[src/rtl/dvfs_pkg.sv]
package dvfs_pkg;

    localparam int NUM_LVL   = 24;
    localparam int LVL_IDX_W = $clog2(NUM_LVL);
    localparam int M_W       = 10;
    localparam int P_W       = 6;
    localparam int S_W       = 3;
    localparam int PMS_W     = M_W + P_W + S_W;
    localparam int DF_W      = 3;
    localparam int DIVA_N    = 6;
    localparam int DIVB_N    = 2;
    localparam int DIVA_W    = DF_W * DIVA_N;
    localparam int DIVB_W    = DF_W * DIVB_N;

    localparam logic [1:0] MUX_CODE_PLL = 2'd1;
    localparam logic [1:0] MUX_CODE_BUS = 2'd2;

    typedef logic [LVL_IDX_W-1:0] lvl_idx_t;
    typedef logic [PMS_W-1:0]     pms_t;

    function automatic pms_t mk_pms(input int m, input int p, input int s);
        return {M_W'(m), P_W'(p), S_W'(s)};
    endfunction

    function automatic pms_t lvl_pms(input lvl_idx_t idx);
        pms_t r;
        case (idx)
            5'd0:  r = mk_pms(625, 6, 0);
            5'd1:  r = mk_pms(500, 5, 0);
            5'd2:  r = mk_pms(575, 6, 0);
            5'd3:  r = mk_pms(550, 6, 0);
            5'd4:  r = mk_pms(350, 4, 0);
            5'd5:  r = mk_pms(500, 6, 0);
            5'd6:  r = mk_pms(475, 6, 0);
            5'd7:  r = mk_pms(375, 5, 0);
            5'd8:  r = mk_pms(425, 6, 0);
            5'd9:  r = mk_pms(400, 6, 0);
            5'd10: r = mk_pms(250, 4, 0);
            5'd11: r = mk_pms(350, 6, 0);
            5'd12: r = mk_pms(325, 6, 0);
            5'd13: r = mk_pms(500, 5, 1);
            5'd14: r = mk_pms(550, 6, 1);
            5'd15: r = mk_pms(500, 6, 1);
            5'd16: r = mk_pms(375, 5, 1);
            5'd17: r = mk_pms(400, 6, 1);
            5'd18: r = mk_pms(350, 6, 1);
            5'd19: r = mk_pms(500, 5, 2);
            5'd20: r = mk_pms(500, 6, 2);
            5'd21: r = mk_pms(400, 6, 2);
            5'd22: r = mk_pms(500, 5, 3);
            default: r = mk_pms(400, 6, 3);
        endcase
        return r;
    endfunction

    // Band of a level: 0 for the top ten, 1 for the next four, 2 below.
    function automatic int lvl_band(input lvl_idx_t idx);
        if (idx < lvl_idx_t'(10)) return 0;
        if (idx < lvl_idx_t'(14)) return 1;
        return 2;
    endfunction

    function automatic logic [DIVA_W-1:0] lvl_diva(input lvl_idx_t idx);
        logic [DIVA_W-1:0] w;
        w = '0;
        for (int f = 0; f < DIVA_N; f++) begin
            if (f == 2)
                w[f*DF_W +: DF_W] = DF_W'(4 - lvl_band(idx));
            else if (f >= 3)
                w[f*DF_W +: DF_W] = DF_W'(7);
        end
        return w;
    endfunction

    function automatic logic [DIVB_W-1:0] lvl_divb(input lvl_idx_t idx);
        logic [DIVB_W-1:0] w;
        w = '0;
        w[DF_W +: DF_W] = DF_W'(5 - lvl_band(idx));
        return w;
    endfunction

endpackage

[src/rtl/dvfs_level_rom.sv]
module dvfs_level_rom
    import dvfs_pkg::*;
(
    input  lvl_idx_t             cfg_idx,
    input  lvl_idx_t             ref_idx,
    input  lvl_idx_t             div_idx,
    output pms_t                 cfg_pms,
    output logic                 same_mp,
    output logic [DIVA_W-1:0]    diva_word,
    output logic [DIVB_W-1:0]    divb_word
);
    pms_t ref_pms;

    always_comb begin
        cfg_pms   = lvl_pms(cfg_idx);
        ref_pms   = lvl_pms(ref_idx);
        same_mp   = (cfg_pms[PMS_W-1:S_W] == ref_pms[PMS_W-1:S_W]);
        diva_word = lvl_diva(div_idx);
        divb_word = lvl_divb(div_idx);
    end
endmodule

[src/rtl/dvfs_lock_timer.sv]
module dvfs_lock_timer #(
    parameter int LOCK_W = 14
) (
    input  logic              clk,
    input  logic              rst_n,
    input  logic              set,
    input  logic [LOCK_W-1:0] value,
    input  logic              start,
    output logic              locked
);
    typedef struct packed {
        logic [LOCK_W-1:0] limit;
        logic [LOCK_W-1:0] cnt;
        logic              run;
    } tmr_t;

    tmr_t t_d, t_q;

    always_comb begin
        t_d = t_q;
        if (set) begin
            t_d.limit = value;
            t_d.run   = 1'b0;
        end else if (start) begin
            t_d.cnt = '0;
            t_d.run = 1'b1;
        end else if (t_q.run && (t_q.cnt != t_q.limit)) begin
            t_d.cnt = t_q.cnt + 1'b1;
        end
    end

    always_ff @(posedge clk or negedge rst_n) begin
        if (!rst_n) t_q <= '0;
        else        t_q <= t_d;
    end

    assign locked = t_q.run && (t_q.cnt == t_q.limit);
endmodule

[src/rtl/dvfs_wait_guard.sv]
module dvfs_wait_guard #(
    parameter int TMO_W = 16
) (
    input  logic             clk,
    input  logic             rst_n,
    input  logic             waiting,
    input  logic [TMO_W-1:0] limit,
    output logic             expired
);
    logic [TMO_W-1:0] cnt_d, cnt_q;

    always_comb begin
        if (!waiting)
            cnt_d = '0;
        else if (cnt_q != {TMO_W{1'b1}})
            cnt_d = cnt_q + 1'b1;
        else
            cnt_d = cnt_q;
    end

    always_ff @(posedge clk or negedge rst_n) begin
        if (!rst_n) cnt_q <= '0;
        else        cnt_q <= cnt_d;
    end

    assign expired = waiting && (cnt_q >= limit);
endmodule

[src/rtl/dvfs_seq.sv]
module dvfs_seq
    import dvfs_pkg::*;
#(
    parameter int SAFE_LVL = 17,
    parameter int TMO_W    = 16,
    parameter int LOCK_MUL = 150
) (
    input  logic                 clk,
    input  logic                 rst_n,
    input  logic                 req_valid,
    output logic                 req_ready,
    input  logic [LVL_IDX_W-1:0] req_old,
    input  logic [LVL_IDX_W-1:0] req_new,
    input  logic [TMO_W-1:0]     tmo_limit,
    output logic                 diva_we,
    output logic [DIVA_W-1:0]    diva_data,
    input  logic [DIVA_N-1:0]    diva_busy,
    output logic                 divb_we,
    output logic [DIVB_W-1:0]    divb_data,
    input  logic [DIVB_N-1:0]    divb_busy,
    output logic                 mux_we,
    output logic                 mux_to_pll,
    input  logic [1:0]           mux_status,
    output logic                 pll_we,
    output logic                 pll_s_we,
    output logic [PMS_W-1:0]     pll_cfg,
    output logic                 done,
    output logic                 err
);
    localparam int LOCK_W = P_W + $clog2(LOCK_MUL + 1);

    typedef enum logic [4:0] {
        ST_IDLE, ST_START, ST_DA_WR, ST_DA_WT, ST_DB_WR, ST_DB_WT,
        ST_AFTER_PRE, ST_RELOCK, ST_MBK_WR, ST_MBK_WT, ST_LOCK_SET,
        ST_PMS_WR, ST_LOCK_WT, ST_MPL_WR, ST_MPL_WT, ST_RELOCK_END,
        ST_SONLY, ST_FINISH
    } st_e;

    typedef struct packed {
        st_e      state;
        st_e      ret;
        lvl_idx_t old_idx;
        lvl_idx_t new_idx;
        lvl_idx_t div_idx;
        logic     done;
        logic     err;
    } seq_t;

    seq_t s_d, s_q;

    pms_t              cfg_pms;
    logic              same_mp;
    logic [DIVA_W-1:0] diva_word;
    logic [DIVB_W-1:0] divb_word;
    logic              locked;
    logic              waiting;
    logic              tmo_hit;
    logic              faster;
    logic              safe;
    logic [LOCK_W-1:0] lock_val;

    dvfs_level_rom u_rom (
        .cfg_idx   (s_q.new_idx),
        .ref_idx   (s_q.old_idx),
        .div_idx   (s_q.div_idx),
        .cfg_pms   (cfg_pms),
        .same_mp   (same_mp),
        .diva_word (diva_word),
        .divb_word (divb_word)
    );

    assign lock_val = LOCK_W'(cfg_pms[S_W +: P_W]) * LOCK_W'(LOCK_MUL);

    dvfs_lock_timer #(.LOCK_W(LOCK_W)) u_lock (
        .clk    (clk),
        .rst_n  (rst_n),
        .set    (s_q.state == ST_LOCK_SET),
        .value  (lock_val),
        .start  (s_q.state == ST_PMS_WR),
        .locked (locked)
    );

    assign waiting = s_q.state inside {ST_DA_WT, ST_DB_WT, ST_MBK_WT, ST_LOCK_WT, ST_MPL_WT};

    dvfs_wait_guard #(.TMO_W(TMO_W)) u_guard (
        .clk     (clk),
        .rst_n   (rst_n),
        .waiting (waiting),
        .limit   (tmo_limit),
        .expired (tmo_hit)
    );

    assign faster = s_q.new_idx < s_q.old_idx;
    assign safe   = (s_q.old_idx < lvl_idx_t'(SAFE_LVL)) && (s_q.new_idx < lvl_idx_t'(SAFE_LVL));

    always_comb begin
        s_d      = s_q;
        s_d.done = 1'b0;
        case (s_q.state)
            ST_IDLE: begin
                if (req_valid) begin
                    s_d.old_idx = req_old;
                    s_d.new_idx = req_new;
                    s_d.state   = (req_old == req_new) ? ST_FINISH : ST_START;
                end
            end
            ST_START: begin
                if (faster) begin
                    s_d.div_idx = s_q.new_idx;
                    s_d.ret     = ST_AFTER_PRE;
                    s_d.state   = ST_DA_WR;
                end else begin
                    s_d.state = same_mp ? ST_SONLY : ST_RELOCK;
                end
            end
            ST_DA_WR: s_d.state = ST_DA_WT;
            ST_DA_WT: begin
                if (diva_busy == '0) s_d.state = ST_DB_WR;
                else if (tmo_hit) begin
                    s_d.err   = 1'b1;
                    s_d.state = ST_IDLE;
                end
            end
            ST_DB_WR: s_d.state = ST_DB_WT;
            ST_DB_WT: begin
                if (divb_busy == '0) s_d.state = s_q.ret;
                else if (tmo_hit) begin
                    s_d.err   = 1'b1;
                    s_d.state = ST_IDLE;
                end
            end
            ST_AFTER_PRE: s_d.state = same_mp ? ST_SONLY : ST_RELOCK;
            ST_RELOCK: begin
                if (safe) begin
                    s_d.div_idx = lvl_idx_t'(SAFE_LVL);
                    s_d.ret     = ST_MBK_WR;
                    s_d.state   = ST_DA_WR;
                end else begin
                    s_d.state = ST_MBK_WR;
                end
            end
            ST_MBK_WR: s_d.state = ST_MBK_WT;
            ST_MBK_WT: begin
                if (mux_status == MUX_CODE_BUS) s_d.state = ST_LOCK_SET;
                else if (tmo_hit) begin
                    s_d.err   = 1'b1;
                    s_d.state = ST_IDLE;
                end
            end
            ST_LOCK_SET: s_d.state = ST_PMS_WR;
            ST_PMS_WR:   s_d.state = ST_LOCK_WT;
            ST_LOCK_WT: begin
                if (locked) s_d.state = ST_MPL_WR;
                else if (tmo_hit) begin
                    s_d.err   = 1'b1;
                    s_d.state = ST_IDLE;
                end
            end
            ST_MPL_WR: s_d.state = ST_MPL_WT;
            ST_MPL_WT: begin
                if (mux_status == MUX_CODE_PLL) begin
                    if (safe) begin
                        s_d.div_idx = s_q.new_idx;
                        s_d.ret     = ST_RELOCK_END;
                        s_d.state   = ST_DA_WR;
                    end else begin
                        s_d.state = ST_RELOCK_END;
                    end
                end else if (tmo_hit) begin
                    s_d.err   = 1'b1;
                    s_d.state = ST_IDLE;
                end
            end
            ST_RELOCK_END, ST_SONLY: begin
                if (faster) begin
                    s_d.state = ST_FINISH;
                end else begin
                    s_d.div_idx = s_q.new_idx;
                    s_d.ret     = ST_FINISH;
                    s_d.state   = ST_DA_WR;
                end
            end
            ST_FINISH: begin
                s_d.done  = 1'b1;
                s_d.state = ST_IDLE;
            end
            default: s_d.state = ST_IDLE;
        endcase
    end

    always_ff @(posedge clk or negedge rst_n) begin
        if (!rst_n) begin
            s_q       <= '0;
            s_q.state <= ST_IDLE;
            s_q.ret   <= ST_IDLE;
        end else begin
            s_q <= s_d;
        end
    end

    assign req_ready  = (s_q.state == ST_IDLE);
    assign diva_we    = (s_q.state == ST_DA_WR);
    assign diva_data  = diva_word;
    assign divb_we    = (s_q.state == ST_DB_WR);
    assign divb_data  = divb_word;
    assign mux_we     = (s_q.state == ST_MBK_WR) || (s_q.state == ST_MPL_WR);
    assign mux_to_pll = (s_q.state == ST_MPL_WR);
    assign pll_we     = (s_q.state == ST_PMS_WR);
    assign pll_s_we   = (s_q.state == ST_SONLY);
    assign pll_cfg    = cfg_pms;
    assign done       = s_q.done;
    assign err        = s_q.err;
endmodule

[config.mk]
export PLATFORM = sky130hd
export DESIGN_NAME = dvfs_seq
export DESIGN_NICKNAME = d
export VERILOG_FILES = /design/src/rtl/dvfs_pkg.sv /design/src/rtl/dvfs_level_rom.sv /design/src/rtl/dvfs_lock_timer.sv /design/src/rtl/dvfs_wait_guard.sv /design/src/rtl/dvfs_seq.sv
export SDC_FILE = /design/constraint.sdc
export NUM_CORES = 1
export LEC_CHECK = 0
export BUFFER_PORTS_ARGS = -buffer_cell sky130_fd_sc_hd__clkbuf_2
export CELL_PAD_IN_SITES_DETAIL_PLACEMENT = 0
export CELL_PAD_IN_SITES_GLOBAL_PLACEMENT = 2
export CORE_MARGIN = 1
export CORE_UTILIZATION = 36
export DETAILED_ROUTE_END_ITERATION = 10
export PLACE_DENSITY = 0.83
export SETUP_SLACK_MARGIN = 0.15
export SYNTH_ARGS = -nofsm -noshare
export SYNTH_HDL_FRONTEND = slang
export SYNTH_HIERARCHICAL = 1
export SYNTH_SLANG_ARGS = --single-unit
[constraint.sdc]
create_clock -name clk -period 5.5 [get_ports clk]
set_clock_uncertainty 0.05 [all_clocks]
set_input_delay 0.275 -clock clk [delete_from_list [all_inputs] [get_ports clk]]
set_output_delay 0.275 -clock clk [all_outputs]
set_load 0.05 [all_outputs]
==> impl_metrics.json <==
{
  "outcome": "completed",
  "diodes": 0,
  "wire_per_inst_um": 15.43,
  "synth_area_per_cell_um2": 8.690,
  "startpoint_type": "flop",
  "power.density_mw_per_mm2": 643.0,
  "post_cts_buffers": 0,
  "clockBufferDepth": 2,
  "slew_violations": 0,
  "cts-resized-gates": 0,
  "synth_area_mm2": 0.006795,
  "worst_slew_pin_slew_ns": 0.9094,
  "first_iter_violations": 276,
  "endpoint_kind": "flop",
  "p_leak_nw": 3.357,
  "relSlewSlack": 0.3881,
  "fin_crit_sh": 0.8320,
  "cts-root-buf": "clkbuf_16",
  "vias_per_cell": 5.421,
  "grt_use_total": 0.1700,
  "fillerInstances": 1877,
  "fp.coreArea_mm2": 0.01821,
  "yosys_warnings": 6,
  "fin_cells": 1063,
  "start_util": 0.3732,
  "htreeDepth": 3,
  "antenna_found_initial": 0,
  "maxCapViolCount": 0,
  "die_y_um": 139.4,
  "area_growth_pct": 9.961,
  "netlist_instances": 782,
  "placementRows": 49,
  "rsz0062_at_grt": "false",
  "grt_pass1_vias": 5367,
  "hpwl_um": 12220,
  "cp.arrival_ns": 4.75,
  "clk_pin_slew_ns": 0.06,
  "rr_startpoint": "s_q[7]",
  "ff2ff_path_depth": 16,
  "insertion_delay_ns": 0.34,
  "grt_pass1_wl_um": 26990,
  "drc": 0,
  "drive_gt1_frac": 0.1835,
  "routabilityCongestion": 0.8214,
  "drt_wl_total_um": 16400,
  "port_buffers": 67,
  "grt_max_degree": 71,
  "critPathSlowestCell": "dfrtp_1",
  "clock-sinks": 70,
  "critPathBufInv": 1,
  "slowest_delay_ns": 0.58,
  "final_hold_viol_count": 0,
  "io_pins": 91,
  "dr_total_vias": 5762,
  "cts_buffers": 9,
  "first_pass_iters": 4,
  "timing.critical_path.mode_cell": "ha_1",
  "final.setup.tns_ns": 0,
  "min_path_type": "in2async",
  "antenna_left": 0,
  "crit_family": "adder cells",
  "final_util": 0.4104,
  "dp_cells": 1047,
  "ctsHoldBuffers": 0,
  "cts_tree": "done",
  "gr-total-overflow": 0,
  "fin_nets": 936,
  "worstPathCellList": "inv_1 -> ha_1 -> nor2_1 -> a21oi_1 -> o22ai_1 -> ha_1 -> ha_1 -> ha_1 -> ha_1 -> fa_1 -> a21o_1 -> a21oi_1 -> o21ai_0 -> a21oi_1 -> xnor2_1 -> mux2_2",
  "dieArea_mm2": 0.01943,
  "setup_viol": 0,
  "rrSetupSlack_ns": 0.92,
  "rr_endpoint": "u_lock/t_q[25]",
  "clock.fmax_mhz": 218.5,
  "worst_ep_required_time_ns": 5.67,
  "fin_hold_ws_ns": 0.01726,
  "layout_min_cycle_time_ns": 4.576,
  "cp_max_fo": 12,
  "worst-setup-path-type": "reg2reg",
  "die_w_um": 139.4,
  "peakVddDrop_v": 0.0003849,
  "p_total_mw": 4.804
}
report_power, final:
| group | switching, mW | internal, mW |
|---|---|---|
| Combinational | 1.96 | 1.20 |
| Sequential | 0.330 | 0.685 |
| Clock | 0.234 | 0.399 |
| Total | 2.52 | 2.28 |
layout make-up:
cell class | count | area (µm²) | share of cell area
Clock buffer | 9 | 225.2 | 0.03014
Clock inverter | 7 | 96.34 | 0.01289
Multi-Input combinational cell | 624 | 4542 | 0.6078
Tap cell | 229 | 286.5 | 0.03835
Inverter | 52 | 195.2 | 0.02612
Timing Repair Buffer | 72 | 375.4 | 0.05023
Sequential cell | 70 | 1752 | 0.2344
worst max path at each step:
stage / startpoint / to / slack (ns) / cells after the start
after floorplan: s_q[7] / u_lock/t_q[25] / 0.60 / 16
after global placement: s_q[7] / u_lock/t_q[25] / 0.97 / 16
after detailed placement: s_q[7] / u_lock/t_q[25] / 0.85 / 16
after CTS: s_q[7] / u_lock/t_q[25] / 0.81 / 16
after global routing: s_q[8] / u_lock/t_q[25] / 0.57 / 17
final: s_q[7] / u_lock/t_q[25] / 0.92 / 16
layer usage:
metal	vias up	wire, µm	track usage
li1	2914	-	-
met1	2716	8093	0.2316
met2	118	7576	0.2798
met3	14	586	0.02443
met4	0	143	0.04678
met5	-	0	0
cells in the final DEF, fill, tap and decap left out, types with 9 or more instances in the layout:
cell type,instances
nand4_1,12
clkbuf_2,66
nor2_1,51
nor2b_1,10
nand3b_1,11
nand3_1,16
xor2_1,16
nand2_1,48
conb_1,24
ha_1,63
xnor2_1,29
o211ai_1,10
dfrtp_1,70
nor3_1,26
a211oi_1,9
o21ai_0,42
nor4_1,12
a21oi_1,35
nand2b_1,26
clkbuf_16,9
or2_2,11
mux2_2,24
inv_1,51
stage by stage:
step                      setup slack, ns  area [µm²]
final                              0.9240        7472
after global routing               0.5744        7472
after global placement             0.9750        7151
after CTS                          0.8148        7472
after floorplan                    0.5962        6874
after detailed placement           0.8452        7151
state kept, by name (all words and copies together) (netlist names):
name           count
u_lock/t_q        29
s_q               23
done               1
u_guard/cnt_q     16
err                1
No activity file was read; power rests on OpenSTA's default activity.
